[src/rtl/serial_rx_pkg.sv]
package serial_rx_pkg;
  typedef struct packed {
    logic frameStart;
    logic dataShift;
    logic parSample;
    logic stopSample;
    logic bitVal;
  } rx_strobe_t;

  typedef enum logic [2:0] {
    RX_IDLE, RX_START, RX_DATA, RX_PAR, RX_STOP, RX_HOLD
  } rx_state_t;

  localparam logic [1:0] LEN_8    = 2'b00;
  localparam logic [1:0] LEN_7    = 2'b01;
  localparam logic [1:0] LEN_9    = 2'b10;
  localparam logic [1:0] LEN_LOOP = 2'b11;
endpackage

[src/rtl/serial_rx_ctrl.sv]
module serial_rx_ctrl
  import serial_rx_pkg::*;
#(
  parameter int OVS = 16
) (
  input  logic       clk,
  input  logic       rstN,
  input  logic       tick,
  input  logic       lineIn,
  input  logic [1:0] charLen,
  input  logic       parEn,
  output rx_strobe_t strb,
  output logic       lineHeld
);
  localparam int CNT_W = $clog2(OVS);
  localparam logic [CNT_W-1:0] MID_CNT  = CNT_W'(OVS / 2 - 1);
  localparam logic [CNT_W-1:0] LAST_CNT = CNT_W'(OVS - 1);

  rx_state_t state, stateNext;
  logic [CNT_W-1:0] ovsCnt, ovsNext;
  logic [3:0] bitCnt, bitNext;
  logic [3:0] lastBit;
  logic parOn;

  always_comb begin
    case (charLen)
      LEN_7:   lastBit = 4'd6;
      LEN_8:   lastBit = 4'd7;
      default: lastBit = 4'd8;
    endcase
  end
  assign parOn = parEn & ~charLen[1];

  always_comb begin
    stateNext = state;
    ovsNext = ovsCnt;
    bitNext = bitCnt;
    strb = '0;
    strb.bitVal = lineIn;
    case (state)
      RX_IDLE: if (tick && !lineIn) begin
        stateNext = RX_START;
        ovsNext = '0;
      end
      RX_START: if (tick) begin
        if (ovsCnt == MID_CNT) begin
          ovsNext = '0;
          bitNext = '0;
          if (!lineIn) begin
            stateNext = RX_DATA;
            strb.frameStart = 1'b1;
          end else begin
            stateNext = RX_IDLE;
          end
        end else begin
          ovsNext = ovsCnt + 1'b1;
        end
      end
      RX_DATA: if (tick) begin
        if (ovsCnt == LAST_CNT) begin
          ovsNext = '0;
          strb.dataShift = 1'b1;
          if (bitCnt == lastBit) stateNext = parOn ? RX_PAR : RX_STOP;
          else bitNext = bitCnt + 1'b1;
        end else begin
          ovsNext = ovsCnt + 1'b1;
        end
      end
      RX_PAR: if (tick) begin
        if (ovsCnt == LAST_CNT) begin
          ovsNext = '0;
          strb.parSample = 1'b1;
          stateNext = RX_STOP;
        end else begin
          ovsNext = ovsCnt + 1'b1;
        end
      end
      RX_STOP: if (tick) begin
        if (ovsCnt == LAST_CNT) begin
          ovsNext = '0;
          strb.stopSample = 1'b1;
          stateNext = lineIn ? RX_IDLE : RX_HOLD;
        end else begin
          ovsNext = ovsCnt + 1'b1;
        end
      end
      RX_HOLD: if (lineIn) stateNext = RX_IDLE;
      default: stateNext = RX_IDLE;
    endcase
  end

  always_ff @(posedge clk or negedge rstN) begin
    if (!rstN) begin
      state  <= RX_IDLE;
      ovsCnt <= '0;
      bitCnt <= '0;
    end else begin
      state  <= stateNext;
      ovsCnt <= ovsNext;
      bitCnt <= bitNext;
    end
  end

  assign lineHeld = (state == RX_HOLD);
endmodule

[src/rtl/serial_rx_dp.sv]
module serial_rx_dp
  import serial_rx_pkg::*;
#(
  parameter int MAX_BITS = 9
) (
  input  logic       clk,
  input  logic       rstN,
  input  rx_strobe_t strb,
  input  logic [1:0] charLen,
  input  logic       parEn,
  input  logic [1:0] parSel,
  input  logic       bufRead,
  input  logic       statRead,
  input  logic       attnSet,
  output logic [7:0] rxData,
  output logic       rxBit9,
  output logic       bufFull,
  output logic       ovrErr,
  output logic       frmErr,
  output logic       parErr,
  output logic       brkErr,
  output logic       attnMode
);
  logic [MAX_BITS-1:0] shiftReg;
  logic [8:0] aligned;
  logic parBitQ, allLow;
  logic nineBit, dataPar, expPar, parBad, stopBad, isBreak, bit9, keep, deliver, overrun;
  logic clrFlags;

  assign nineBit = charLen[1];

  always_comb begin
    case (charLen)
      LEN_7:   aligned = {2'b00, shiftReg[MAX_BITS-1:2]};
      LEN_8:   aligned = {1'b0, shiftReg[MAX_BITS-1:1]};
      default: aligned = shiftReg;
    endcase
  end

  assign dataPar = ^aligned[7:0];
  always_comb begin
    case (parSel)
      2'b00:   expPar = ~dataPar;
      2'b01:   expPar = dataPar;
      2'b10:   expPar = 1'b1;
      default: expPar = 1'b0;
    endcase
  end

  assign parBad  = parEn & ~nineBit & (parBitQ != expPar);
  assign stopBad = ~strb.bitVal;
  assign isBreak = allLow & ~strb.bitVal;
  assign bit9    = nineBit & aligned[8];
  assign keep    = ~attnMode | bit9;
  assign deliver = strb.stopSample & keep & ~bufFull;
  assign overrun = strb.stopSample & keep & bufFull;
  assign clrFlags = statRead;

  always_ff @(posedge clk or negedge rstN) begin
    if (!rstN) begin
      shiftReg <= '0;
      parBitQ  <= 1'b0;
      allLow   <= 1'b1;
    end else if (strb.frameStart) begin
      shiftReg <= '0;
      allLow   <= 1'b1;
    end else if (strb.dataShift) begin
      shiftReg <= {strb.bitVal, shiftReg[MAX_BITS-1:1]};
      allLow   <= allLow & ~strb.bitVal;
    end else if (strb.parSample) begin
      parBitQ  <= strb.bitVal;
      allLow   <= allLow & ~strb.bitVal;
    end
  end

  always_ff @(posedge clk or negedge rstN) begin
    if (!rstN) begin
      rxData  <= '0;
      rxBit9  <= 1'b0;
      bufFull <= 1'b0;
    end else if (deliver) begin
      rxData  <= aligned[7:0];
      rxBit9  <= bit9;
      bufFull <= 1'b1;
    end else if (bufRead) begin
      bufFull <= 1'b0;
    end
  end

  always_ff @(posedge clk or negedge rstN) begin
    if (!rstN) begin
      ovrErr <= 1'b0;
      frmErr <= 1'b0;
      parErr <= 1'b0;
      brkErr <= 1'b0;
    end else begin
      ovrErr <= (ovrErr & ~clrFlags) | overrun;
      frmErr <= (frmErr & ~clrFlags) | (strb.stopSample & stopBad);
      parErr <= (parErr & ~clrFlags) | (strb.stopSample & parBad);
      brkErr <= (brkErr & ~clrFlags) | (strb.stopSample & isBreak);
    end
  end

  always_ff @(posedge clk or negedge rstN) begin
    if (!rstN) attnMode <= 1'b0;
    else if (attnSet) attnMode <= 1'b1;
    else if (strb.stopSample && bit9) attnMode <= 1'b0;
  end
endmodule

[src/rtl/serial_rx_core.sv]
module serial_rx_core
  import serial_rx_pkg::*;
#(
  parameter int OVS = 16,
  parameter int MAX_BITS = 9,
  parameter int SYNC_STAGES = 2
) (
  input  logic       clk,
  input  logic       rstN,
  input  logic       tick16,
  input  logic       rxPin,
  input  logic       loopTx,
  input  logic [1:0] charLen,
  input  logic       parEn,
  input  logic [1:0] parSel,
  input  logic       bufRead,
  input  logic       statRead,
  input  logic       attnSet,
  output logic [7:0] rxData,
  output logic       rxBit9,
  output logic       bufFull,
  output logic       ovrErr,
  output logic       frmErr,
  output logic       parErr,
  output logic       brkErr,
  output logic       anyErr,
  output logic       attnMode,
  output logic       lineHeld
);
  logic [SYNC_STAGES-1:0] syncQ;
  logic rawLine, lineSync, stopStb;
  rx_strobe_t strb;

  assign rawLine = (charLen == LEN_LOOP) ? loopTx : rxPin;

  always_ff @(posedge clk or negedge rstN) begin
    if (!rstN) syncQ <= '1;
    else syncQ <= {syncQ[SYNC_STAGES-2:0], rawLine};
  end
  assign lineSync = syncQ[SYNC_STAGES-1];

  serial_rx_ctrl #(.OVS(OVS)) u_ctrl (
    .clk(clk), .rstN(rstN), .tick(tick16), .lineIn(lineSync),
    .charLen(charLen), .parEn(parEn), .strb(strb), .lineHeld(lineHeld)
  );

  serial_rx_dp #(.MAX_BITS(MAX_BITS)) u_dp (
    .clk(clk), .rstN(rstN), .strb(strb), .charLen(charLen), .parEn(parEn),
    .parSel(parSel), .bufRead(bufRead), .statRead(statRead), .attnSet(attnSet),
    .rxData(rxData), .rxBit9(rxBit9), .bufFull(bufFull), .ovrErr(ovrErr),
    .frmErr(frmErr), .parErr(parErr), .brkErr(brkErr), .attnMode(attnMode)
  );

  assign stopStb = strb.stopSample;
  assign anyErr = ovrErr | frmErr | parErr | brkErr;
endmodule

[config.mk]
export PLATFORM = sky130hd
export DESIGN_NAME = serial_rx_core
export DESIGN_NICKNAME = d
export VERILOG_FILES = /design/src/rtl/serial_rx_pkg.sv /design/src/rtl/serial_rx_ctrl.sv /design/src/rtl/serial_rx_dp.sv /design/src/rtl/serial_rx_core.sv
export SDC_FILE = /design/constraint.sdc
export NUM_CORES = 1
export LEC_CHECK = 0
export BUFFER_PORTS_ARGS = -buffer_cell sky130_fd_sc_hd__buf_2
export CAP_MARGIN = 15
export CORE_ASPECT_RATIO = 0.9
export CORE_UTILIZATION = 40
export CTS_BUF_LIST = sky130_fd_sc_hd__clkbuf_8 sky130_fd_sc_hd__clkbuf_16
export CTS_CLUSTER_DIAMETER = 150
export DETAILED_ROUTE_END_ITERATION = 10
export HOLD_SLACK_MARGIN = 0.12
export PLACE_DENSITY = 0.58
export SLEW_MARGIN = 20
export SYNTH_ARGS = -nofsm -noshare
export SYNTH_HDL_FRONTEND = slang
export SYNTH_SLANG_ARGS = --single-unit
[constraint.sdc]
create_clock -name clk -period 1.65 [get_ports clk]
set_input_delay 0.33 -clock clk [delete_from_list [all_inputs] [get_ports clk]]
set_output_delay 0.33 -clock clk [all_outputs]
set_load 0.05 [all_outputs]
# Yosys cells after proc, flatten, opt, wreduce, memory -nomap -nowiden
# Cells that the tools add are included.
dict set report totals {
  register_bits 39
  input_bits 13
  ram_bits 0
  romBits 0
  elab_cells 140
  output_inout_bits 17
  latchBits 0
  mem_count 0
}
dict set report classes {
  n_eq_ne 26
  n_reduce_logical 18
  multipliers 0
  shifts 0
  muxes 49
  add_sub_neg 2
  div_mod_pow 0
  bitwise_logic 30
  magnitude_cmp 0
}
# cell n
set op_table {}
lappend op_table {{$mux 4} 10}
lappend op_table {{$mux 3} 13}
lappend op_table {{$mux 9} 2}
lappend op_table {{$pmux 3 s6} 1}
lappend op_table {{$pmux 9 s2} 1}
lappend op_table {{$mux 1} 17}
lappend op_table {{$ne 2x1->1 const B} 8}
lappend op_table {{$pmux 4 s2} 2}
lappend op_table {{$and 1x1->1} 14}
lappend op_table {{$pmux 4 s3} 1}
lappend op_table {{$reduce_and 11->1} 1}
lappend op_table {{$ne 2x2->1 const B} 5}
lappend op_table {{$add 4x1->4 const B} 2}
lappend op_table {{$not 1->1} 8}
lappend op_table {{$or 1x1->1} 8}
lappend op_table {{$reduce_bool 2->1} 4}
lappend op_table {{$reduce_xor 8->1} 1}
lappend op_table {{$eq 3x2->1 const B} 2}
lappend op_table {{$eq 3x3->1 const B} 2}
lappend op_table {{$reduce_and 6->1} 1}
lappend op_table {{$reduce_bool 3->1} 2}
lappend op_table {{$eq 2x1->1 const B} 2}
lappend op_table {{$eq 2x2->1 const B} 2}
lappend op_table {{$eq 4x3->1 const B} 1}
lappend op_table {{13 further kinds} 15}

# Logic depth before layout (Yosys ltp)
# Gate-level depths: netlist of the first run.
dict set report logic_depth {
  depth_word 9
  depth_mapped 9
  mapped_depth_nobuf 7
}

# By module
# From an unflattened synthesis of the first run, not the netlist that was laid out.
dict set report hier_totals {
  hier_cells 228
  area_unflattened_um2 2269.7
}
# module seq_area_each_um2 area_each_um2 cells_per_inst instances
set modules_own_cells {}
lappend modules_own_cells {serial_rx_dp 651.9 1350.0 124 1}
lappend modules_own_cells {serial_rx_ctrl 275.3 844.6 99 1}
lappend modules_own_cells {serial_rx_core 52.6 75.1 5 1}

# Worst setup path before layout of the first run
# No wires, ideal clock.
dict set report synth_timing {
  path_kind {flip-flop to flip-flop}
  start {reg u_ctrl.ovsCnt[0]}
  end {reg u_ctrl.state[2]}
  period_less_slack_ps 1793
  required_time_ps 1522
  t_arrival_ps 1665
  setup_time_ps 128
  stages_incl_launch_ff 8
  setup_slack_ps -143
  n_path_buf 0
  cell_sequence {dfrtp_1 -> ha_1 -> nand2_1 -> o311a_1 -> a21oi_1 -> o22ai_1 -> a21o_1 -> mux2_1}
}
dict set report synth_via {
  elab_chain_cells 3
  word_cells_on_any_way 7
  classes_between {eq/ne: 6; reduce/logical: 1}
}
# element line_no
set synth_lines {}
lappend synth_lines {{start: declaration} serial_rx_ctrl.sv:20} ;# logic [CNT_W-1:0] ovsCnt, ovsNext;
lappend synth_lines {{start signal: assignment} serial_rx_ctrl.sv:99} ;# ovsCnt <= ovsNext;
lappend synth_lines {{$eq 4x4->1 or $eq 4x3->1 (tied branches)} n/a}
lappend synth_lines {{$ne 2x1->1 (no source line)} n/a}
lappend synth_lines {{$reduce_and 11->1 (no source line) (*)} n/a}
lappend synth_lines {{end signal: assignment} serial_rx_ctrl.sv:98} ;# state <= stateNext;
lappend synth_lines {{end: declaration} serial_rx_ctrl.sv:19} ;# rx_state_t state, stateNext;
# Mark *: on every way between the ends. The rest lies on a longest branch, timed or not.
# A chain may end at the register's enable or synchronous reset.

# Final worst setup path of the first run
dict set report layout_timing {
  start {reg u_ctrl.ovsCnt[1]}
  end {reg u_ctrl.state[2]}
}
# The elaborated chain is that of the path after synthesis.

==> reports/qor.yml, run 1 <==
worst-setup-path-type: "flip-flop to flip-flop"
cp-end-kind: "flip-flop"
cts_tree: "built"
avgSynthCellArea_sq_um: 8.49
h-tree-depth: 2
pin_count: 30
io_buffers: 29
antenna_found_initial: 0
outcome: "complete, but fails checks"
finalHoldViolations: 0
place_area_sq_um: 2750
r2r_setup_slack_ps: -100
die_x_um: 81.1
grt_usage_pct: 18.7
critPathLaunchType: "flip-flop"
syn2layout_area_growth_pct: 33.5
vias: 2050
final_max_slew_viol_count: 0
tightest_slew_ps: 448
dpl.hpwl_um: 3830
cts.sinks: 39
cts_buffer_depth: 2
max_slew_margin_pct: 70.1
cts_buffers: 5
overflow: 0
start_util_pct: 42.1
ant_nets: 0
clk_latency_ps: 290
drc: 0
leakage_nw: 1.39
arrival_ps: 1920
synth_edf_count: 0
syn-cell-area_sq_um: 2250
place_congestion: 0.916
clk_pin_slew_ps: 80
ys.flop_type: "dfrtp_1"
grt_pass1_wl_um: 8490
finalSetupViolCount: 5
wirelength_um: 5150
violations: "setup timing"
syn_nets: 280
drive_gt1_share_pct: 34.2
first_global_vias: 1844
async_flop_share_pct: 100
skew_ps: 4.03
drtPass1Iterations: 5
holdCritPathClass: "primary input to flip-flop"
rsz0062_at_grt: "yes"
fin_area_sq_um: 3010
ys_types: 42
powerDensity_nw_per_um2: 1130
fmax_ghz: 0.572
syn_inst: 265
crit_required_ps: 1820
vias_per_cell: 5.13
rows: 25
routedWlPerCell_um: 12.9
antennaDiodeCount: 0
grt_max_degree: 22
drt-initial-drc-count: 84
ir_drop_v: 0.000553
max_stage_delay_ps: 400
core-area_sq_um: 5350
cts-root-buf: "clkbuf_8"
ys_warn_count: 0
period_share_pct: 106
period_minus_slack_ps: 1750
hold_slack_ps: 222
cap_violations: 0
crit_fanout: 3
layout_setup_ws_ps: -97.9
fp.dieArea_sq_um: 5930
crit_chain: "ha_4 > nand2_4 > o311a_1 > a21oi_2 > o22ai_1 > a21o_1 > mux2_4"
synth_seq_cells: 39
die_y_um: 73.2
nets: 347
cp_slowest_cell: "dfrtp_1"
ys_seq_area_share_pct: 43.5
[synth_stat cells (2+ instances only)]
cell | instances | area share, %
dfstp_2 | 3 | 3.5
nor3_1 | 6 | 1.3
clkbuf_1 | 5 | 0.83
xnor2_1 | 14 | 5.4
o21ai_0 | 15 | 3.3
a21o_1 | 5 | 1.7
o31ai_1 | 3 | 1.0
o22ai_1 | 2 | 0.56
ha_1 | 2 | 1.1
a32oi_1 | 2 | 0.78
nand2b_1 | 5 | 1.4
nor2b_1 | 2 | 0.56
o21ai_1 | 11 | 2.4
buf_2 | 9 | 2.0
a31oi_1 | 2 | 0.56
nand3_1 | 8 | 1.8
dfrtp_1 | 36 | 40
inv_1 | 8 | 1.3
a21oi_1 | 21 | 4.7
mux2i_1 | 12 | 5.3
nand2_1 | 54 | 9.0
nor2_1 | 20 | 3.3
[power breakdown]
group	leakage [nW]	total, mW	switching (mW)	internal, mW
clock	0.0581	0.799	0.349	0.450
combinational	0.829	1.34	0.676	0.666
sequential	0.502	1.25	0.169	1.09
total	1.39	3.40	1.19	2.20
[per-stage QoR]
| stage | utilization, % | setup slack [ps] | TNS [ps] | instances | total power, mW |
|---|---|---|---|---|---|
| after global routing | 56.2 | -231 | -1690 | 400 | 3.61 |
| after CTS | 54.9 | -101 | -224 | 399 | 3.30 |
| after detailed placement | 51.4 | -193 | -942 | 385 | 2.44 |
| after global placement | 51.4 | -168 | -763 | 385 | 2.42 |
| final | 56.2 | -97.9 | -232 | 400 | 3.40 |
| after floorplan | - | -72.5 | -404 | 265 | 1.95 |
[what timing repair did]
item,CTS,global route
setup endpoints to repair,7,32
endpoints found under the hold margin,18,0
pin swaps,7,7
setup buffers,5,1
resized for setup,11,18
hold buffers,1,0
[critical path: cells and delay by family (launching register included)]
family,cells,cell delay (ps)
AO/OA/AOI/OAI,4,710
adder cells (fa/ha/maj),1,180
flip-flops,1,400
multiplexers,1,300
AND/OR/NAND/NOR,1,50
[cell usage in the layout, fill, tap and decap left out, types with 4 or more instances in the layout]
master,count
nand3_1,6
o21ai_1,13
buf_2,27
buf_6,4
nor2_1,17
a21oi_1,19
dfrtp_1,31
buf_4,43
mux2i_1,12
nor3_1,4
inv_1,8
xnor2_1,14
clkbuf_8,5
nand2_1,51
dfrtp_2,5
nand2b_1,4
o21ai_0,13
a21o_1,5
[cells by family after synthesis]
logic type	count (synthesis)	synth area share, %
and+or+nand+nor	105	21.1
AOI/OAI and AO/OA	65	16.6
DFF	39	43.5
buffers and inverters	26	5.89
xor gates and xnor gates	14	5.45
muxes	14	6.34
adders and majority gates	2	1.11
[routing by layer]
metal | share of wire, % | up-vias | global-route usage, %
met1 | 51 | 968 | 26.0
met2 | 45 | 41 | 29.6
li1 | - | 1039 | -
met3 | 3.3 | 2 | 3.50
met4 | 0.56 | 0 | 4.76
met5 | 0 | - | 0
[area by class of cell]
type / count / area [sq um]
fillers: 494 / 2340
multi-input cells: 200 / 1230
flip-flops and latches: 39 / 986
repair buffers: 77 / 553
well taps: 67 / 83.8
clock buffers: 5 / 68.8
clock inverters: 3 / 43.8
inverters: 9 / 38.8
[registers in the layout, summed over array words and instances, names as in the netlist]
name,flops
u_dp.brkErr,1
u_dp.rxData,8
u_ctrl.bitCnt,4
u_ctrl.state,3
u_dp.bufFull,1
u_dp.parErr,1
u_dp.ovrErr,1
u_dp.frmErr,1
u_dp.shiftReg,9
u_dp.allLow,1
u_ctrl.ovsCnt,4
u_dp.rxBit9,1
u_dp.attnMode,1
syncQ,2
u_dp.parBitQ,1
[worst paths after layout]
path | start | depth (start not counted) | end
min | bufRead | 2 | u_dp.bufFull
max | u_ctrl.ovsCnt[1] | 7 | u_ctrl.state[2]
min reg2reg | syncQ[0] | 0 | syncQ[1]
max reg2reg | u_ctrl.ovsCnt[1] | 7 | u_ctrl.state[2]
max in group asynchronous | rstN | 3 | syncQ[0]
min in group asynchronous | rstN | 2 | u_dp.ovrErr
(Power assumes the default switching activity.)
==> run 2: changes to the inputs <==
--- a/config.mk
+++ b/config.mk
@@ -8,12 +8,13 @@
 export BUFFER_PORTS_ARGS = -buffer_cell sky130_fd_sc_hd__buf_2
 export CAP_MARGIN = 15
 export CORE_ASPECT_RATIO = 0.9
-export CORE_UTILIZATION = 40
+export CORE_UTILIZATION = 50
 export CTS_BUF_LIST = sky130_fd_sc_hd__clkbuf_8 sky130_fd_sc_hd__clkbuf_16
 export CTS_CLUSTER_DIAMETER = 150
 export DETAILED_ROUTE_END_ITERATION = 10
 export HOLD_SLACK_MARGIN = 0.12
-export PLACE_DENSITY = 0.58
+export MAX_ROUTING_LAYER = met4
+export PLACE_DENSITY = 0.7
 export SLEW_MARGIN = 20
 export SYNTH_ARGS = -nofsm -noshare
 export SYNTH_HDL_FRONTEND = slang
==> run 2 against run 1 <==
  * The flow still finishes with violations (setup timing)
  * Critical path depth is the same
  * Sequential cell count is the same
  * Die area shrank 20%
  * Wire length shrank 0.29%
  * Non-clock buffer count grew 2
  * Design area grew 1.1%
  * Clock-buffer cell count is the same
  * First-iteration DRC count grew 17%
  * Total power grew 0.22%
  * Critical path type unchanged
  * Via count grew 1.4%
  * Core utilization grew 16 points
  * Worst hold slack lost 5.0 ps
  * Highest routed layer unchanged
==> reports/qor.yml, run 2 (same netlist as run 1, synthesis figures left out) <==
finalSetupViolCount: 7  # +2
start_util_pct: 53.8  # +12 points
multi_input_area_sq_um: 1290  # +4.7%
cts_buffers: 5  # unchanged
preCtsSetupSlack_ps: -235  # -42.4 ps
routedWlPerCell_um: 13.0  # +0.97%
cp-end-kind: "flip-flop"
fmax_ghz: 0.551  # -3.7%
dpl.hpwl_um: 3640  # -5.1%
die_y_um: 65.7  # -10%
finalHoldViolations: 0  # unchanged
vias: 2079  # +1.4%
cts-root-buf: "clkbuf_8"
regMostFlops: "u_dp.shiftReg"
clk_pin_slew_ps: 80  # about the same
tightest_slew_ps: 398  # -50.9 ps
drt-initial-drc-count: 98  # +17%
worst-setup-path-type: "flip-flop to flip-flop"
outcome: "complete, but fails checks"
drc: 0  # unchanged
largest_reg_flops: 9  # unchanged
n_fill_cell: 335  # -32%
arrival_ps: 1990  # +70 ps
antennaDiodeCount: 0  # unchanged
crit_fanout: 2  # -1
grt_pass1_wl_um: 8630  # +1.6%
crit_required_ps: 1830  # about the same
overflow: 0  # unchanged
grt_usage_pct: 24.4  # +5.8 points
top_regs: "u_dp.shiftReg x9, u_dp.rxData x8"
final_common_cell: "nand2_1"
vias_per_cell: 5.26  # +2.7%
grt_max_degree: 24  # +9.1%
violations: "setup timing"
cts_buffer_depth: 2  # unchanged
final_cell_mix: "nand2_1 (52), buf_4 (44), dfrtp_1 (33)"
powerDensity_nw_per_um2: 1120  # -0.85%
r2r_setup_slack_ps: -170  # -70 ps
max_slew_margin_pct: 73.5  # +3.4 points
fp.dieArea_sq_um: 4770  # -20%
drive_gt1_share_pct: 35.2  # +0.99 points
critPathLaunchType: "flip-flop"
period_share_pct: 110  # +4.1 points
drtPass1Iterations: 4  # -1
die_x_um: 72.7  # -10%
seq_area_sq_um: 983  # -0.25%
ant_nets: 0  # unchanged
holdCritPathClass: "primary input to flip-flop"
final_max_slew_viol_count: 0  # unchanged
clk_latency_ps: 290  # about the same
h-tree-depth: 2  # unchanged
antenna_found_initial: 0  # unchanged
place_congestion: 0.916  # about the same
syn2layout_area_growth_pct: 35.0
leakage_nw: 1.40  # +0.51%
cts_tree: "built"
pin_count: 30  # unchanged
first_global_vias: 1933  # +4.8%
nets: 349  # +0.58%
layout_setup_ws_ps: -166  # -68.1 ps
cap_violations: 0  # unchanged
fin_setup_tns_ps: -593  # -361 ps
skew_ps: 7.04  # +3.01 ps
period_minus_slack_ps: 1820  # +68.1 ps
rsz0062_at_grt: "yes"
wirelength_um: 5140  # -0.29%
io_buffers: 29  # unchanged
rows: 22  # -12%
cts.sinks: 39  # unchanged
ir_drop_v: 0.000867  # +57%
core-area_sq_um: 4180  # -22%
## run 2: through the flow
step	instances	total power, mW	instance area (sq um)	hold WS [ps]	utilization (%)
floorplan	265	1.95	2290	34.4	-
global placement	375	2.40	2720	276	65.0
detailed placement	375	2.42	2720	277	65.0
CTS	391	3.17	2910	216	69.6
global route	395	3.61	3040	231	72.6
finish	395	3.40	3040	217	72.6
## run 2: power by group
group	leakage (nW)	total, mW	switching [mW]	internal, mW
Combinational	0.846	1.54	0.782	0.755
Sequential	0.504	1.24	0.164	1.08
Clock	0.0453	0.621	0.332	0.289
## run 2: routing by layer
layer,vias to the layer above,share of wire [%],track usage [%]
met5,-,0,-
met4,0,2.1,8.09
met3,14,4.8,4.14
met2,54,46,38.1
met1,960,47,32.5
li1,1051,-,-
## run 2: final timing paths
check                            startpoint  cells after the start         endpoint
setup / recovery           u_ctrl.bitCnt[0]                      7  u_ctrl.state[2]
hold / removal                      bufRead                      2     u_dp.bufFull
setup reg to reg           u_ctrl.bitCnt[0]                      7  u_ctrl.state[2]
hold reg to reg                    syncQ[0]                      0         syncQ[1]
max in group asynchronous              rstN                      3         syncQ[0]
min in group asynchronous              rstN                      2      u_dp.ovrErr
## run 2: critical path, cell delays in order (launching register included)
cell and delay [ps]:
dfrtp_1 410, buf_4 150, nor3_2 170, a31oi_2 170, a21oi_2 210, o22ai_2 110
a21o_1 200, mux2_4 300
## run 2: area by class of cell
| class | instances | share of cell area, % |
|---|---|---|
| Clock buffer | 5 | 2.27 |
| Clock inverter | 3 | 0.535 |
| Inverter | 9 | 1.19 |
| Multi-Input combinational cell | 200 | 42.4 |
| Sequential cell | 39 | 32.4 |
| Tap cell | 60 | 2.47 |
| Timing Repair Buffer | 79 | 18.7 |
## run 2: repair_timing
item,4_1_cts,5_1_grt
cloned,0,1
setup buffers,7,5
hold endpoints to repair,16,0
endpoints found under the setup margin,8,35
pin swaps,5,11
gates resized for setup,13,26
hold buffers,1,0
==> run 3: changes to the inputs <==
--- a/config.mk
+++ b/config.mk
@@ -7,14 +7,16 @@
 export LEC_CHECK = 0
 export BUFFER_PORTS_ARGS = -buffer_cell sky130_fd_sc_hd__buf_2
 export CAP_MARGIN = 15
+export CELL_PAD_IN_SITES_DETAIL_PLACEMENT = 1
+export CELL_PAD_IN_SITES_GLOBAL_PLACEMENT = 2
 export CORE_ASPECT_RATIO = 0.9
-export CORE_UTILIZATION = 50
+export CORE_UTILIZATION = 31
 export CTS_BUF_LIST = sky130_fd_sc_hd__clkbuf_8 sky130_fd_sc_hd__clkbuf_16
 export CTS_CLUSTER_DIAMETER = 150
 export DETAILED_ROUTE_END_ITERATION = 10
 export HOLD_SLACK_MARGIN = 0.12
 export MAX_ROUTING_LAYER = met4
-export PLACE_DENSITY = 0.7
+export PLACE_DENSITY = 0.72
 export SLEW_MARGIN = 20
 export SYNTH_ARGS = -nofsm -noshare
 export SYNTH_HDL_FRONTEND = slang
==> run 3 against run 2 <==
  * Via count up 0.58%
  * Fmax grew 3.2%
  * Combinational power about the same
  * Largest power group unchanged
  * Highest routed layer unchanged
  * Final cell count up 11%
  * Global-route usage down 7.1 points
  * The flow still finishes with violations (setup timing)
  * Clock-buffer cell count unchanged
  * Clock skew down 4.3 ps
  * Non-clock buffer count up 10
  * Sequential share of layout area down 1.4 points
  * Total power is 5.9% higher
  * Critical path type unchanged
==> reports/qor.yml, run 3 (same netlist as run 1, synthesis figures left out) <==
outcome: "complete, but fails checks"
violations: "setup timing"
worst-setup-path-type: "flip-flop to flip-flop"
tightest_slew_ps: 523  # +125 ps
skew_ps: 2.75  # -4.30 ps
drc: 0  # unchanged
final_max_slew_viol_count: 0  # unchanged
grt_pass1_wl_um: 10300  # +19%
drive_gt1_share_pct: 38.8  # +3.6 points
fp.dieArea_sq_um: 7610  # +59%
final_common_cell: "buf_4"
rsz0062_at_grt: "yes"
clk_latency_ps: 290  # about the same
r2r_end: "u_ctrl.state[2]"
antenna_found_initial: 0  # unchanged
overflow: 0  # unchanged
period_minus_slack_ps: 1760  # -57.0 ps
layout.cells.non_filler: 438  # +11%
io_buffers: 29  # unchanged
cap_violations: 0  # unchanged
period_share_pct: 107  # -3.5 points
ant_nets: 0  # unchanged
largest_reg_flops: 9  # unchanged
crit_required_ps: 1830  # about the same
place_congestion: 0.801  # -13%
cp-startpoint: "u_ctrl.bitCnt[0]"
cts_buffers: 5  # unchanged
ff2ff_path_depth: 7  # unchanged
cp-end-kind: "flip-flop"
reg2reg_from: "u_ctrl.bitCnt[0]"
fmax_ghz: 0.569  # +3.2%
arrival_ps: 1940  # -50 ps
die_x_um: 91.8  # +26%
start_util_pct: 32.0  # -22 points
critPathLaunchType: "flip-flop"
hold_depth: 2  # unchanged
grt_usage_pct: 17.3  # -7.1 points
top_regs: "u_dp.shiftReg x9, u_dp.rxData x8"
final_cell_mix: "buf_4 (55), nand2_1 (50), dfrtp_1 (32)"
first_global_vias: 2110  # +9.2%
max_slew_margin_pct: 65.2  # -8.3 points
syn2layout_area_growth_pct: 41.5
antennaDiodeCount: 0  # unchanged
routedWlPerCell_um: 13.7  # +5.5%
crit_end: "u_ctrl.state[2]"
finalHoldViolations: 0  # unchanged
n_fill_cell: 832  # +150%
cts_buffer_depth: 2  # unchanged
pin_count: 30  # unchanged
layout_setup_ws_ps: -109  # +57.0 ps
drtPass1Iterations: 4  # unchanged
cts_tree: "built"
wirelength_um: 6010  # +17%
p_total_mw: 3.60  # +5.9%
drt-initial-drc-count: 56  # -43%
clk_pin_slew_ps: 80  # about the same
dp_cells: 417  # +11%
rows: 29  # +32%
hold_slack_ps: 213  # -4.09 ps
dpl.hpwl_um: 4410  # +21%
crit_fanout: 2  # unchanged
powerDensity_nw_per_um2: 1130  # +1.0%
cts-root-buf: "clkbuf_8"
leakage_nw: 1.48  # +6.3%
nets: 359  # +2.9%
h-tree-depth: 2  # unchanged
cts.sinks: 39  # unchanged
core-area_sq_um: 7040  # +68%
r2r_setup_slack_ps: -110  # +60 ps
die_y_um: 82.8  # +26%
holdCritPathClass: "primary input to flip-flop"
vias_per_cell: 4.77  # -9.3%
grt_max_degree: 40  # +67%
finalSetupViolCount: 8  # +1
regMostFlops: "u_dp.shiftReg"
ir_drop_v: 0.000531  # -39%
vias: 2091  # +0.58%
## run 3: cell count changes in the layout (fill, tap and decap cells not counted), moves of 2 or more
| cell | change |
|---|---|
| nand2_4 | +2 |
| nor2_1 | -2 |
| nor2_2 | +2 |
| nand2_1 | -2 |
| buf_4 | +11 |
## run 3: worst min-delay path by stage
stage / from / to / slack (ps)
after floorplan: rstN / u_ctrl.bitCnt[0] / 30
after global placement: syncQ[0] / syncQ[1] / 350
after detailed placement: syncQ[0] / syncQ[1] / 350
after CTS: bufRead / u_dp.bufFull / 210
after global routing: attnSet / u_dp.attnMode / 220
final: bufRead / u_dp.bufFull / 210
## run 3: area by class of cell
cell class              count  area [sq um]  area share, %
well taps                  93           116           3.65
flip-flops and latches     39           985           30.9
multi-input cells         200          1290           40.7
repair buffers             89           642           20.2
clock inverters             3          43.8           1.38
inverters                   9          33.8           1.06
clock buffers               5          68.8           2.16
## run 3: worst max-delay path: stages (launching register included)
cell and delay [ps]:
dfrtp_1 420, xnor2_2 140, nor4_1 220, a31oi_1 110, a21oi_1 200, o22ai_2 90, a21o_1 180, mux2_4 300
## run 3: what timing repair did
| item | 4_1_cts | 5_1_grt |
|---|---|---|
| buffers inserted | 6 | 8 |
| setup endpoints to repair | 18 | 32 |
| pin swaps | 8 | 16 |
| endpoints found under the hold margin | 27 | 0 |
| hold buffers | 1 | 0 |
| gates resized for setup | 20 | 25 |
| gates cloned | 0 | 0 |
## run 3: power by group
part / total (mW) / leakage, nW / internal, mW / switching, mW
Combinational: 1.52 / 0.922 / 0.770 / 0.752
Clock: 0.815 / 0.0581 / 0.451 / 0.364
Sequential: 1.27 / 0.503 / 1.08 / 0.184
Total: 3.60 / 1.48 / 2.30 / 1.30
## run 3: per-stage QoR
stage	setup TNS, ps	utilization, %	cell area [sq um]	setup WS [ps]
after floorplan	-404	-	2290	-72.5
after global routing	-1870	45.2	3180	-230
after CTS	-654	43.2	3040	-132
final	-334	45.2	3180	-109
after global placement	-912	40.0	2820	-161
after detailed placement	-1320	40.0	2820	-206
## run 3: layer usage
| layer | wire length, um | track usage (%) | up-vias |
|---|---|---|---|
| met2 | 2790 | 27.0 | 35 |
| met4 | 45 | 3.84 | 0 |
| met3 | 155 | 3.02 | 4 |
| li1 | - | - | 1067 |
| met1 | 3010 | 23.6 | 985 |
| met5 | 0 | - | - |
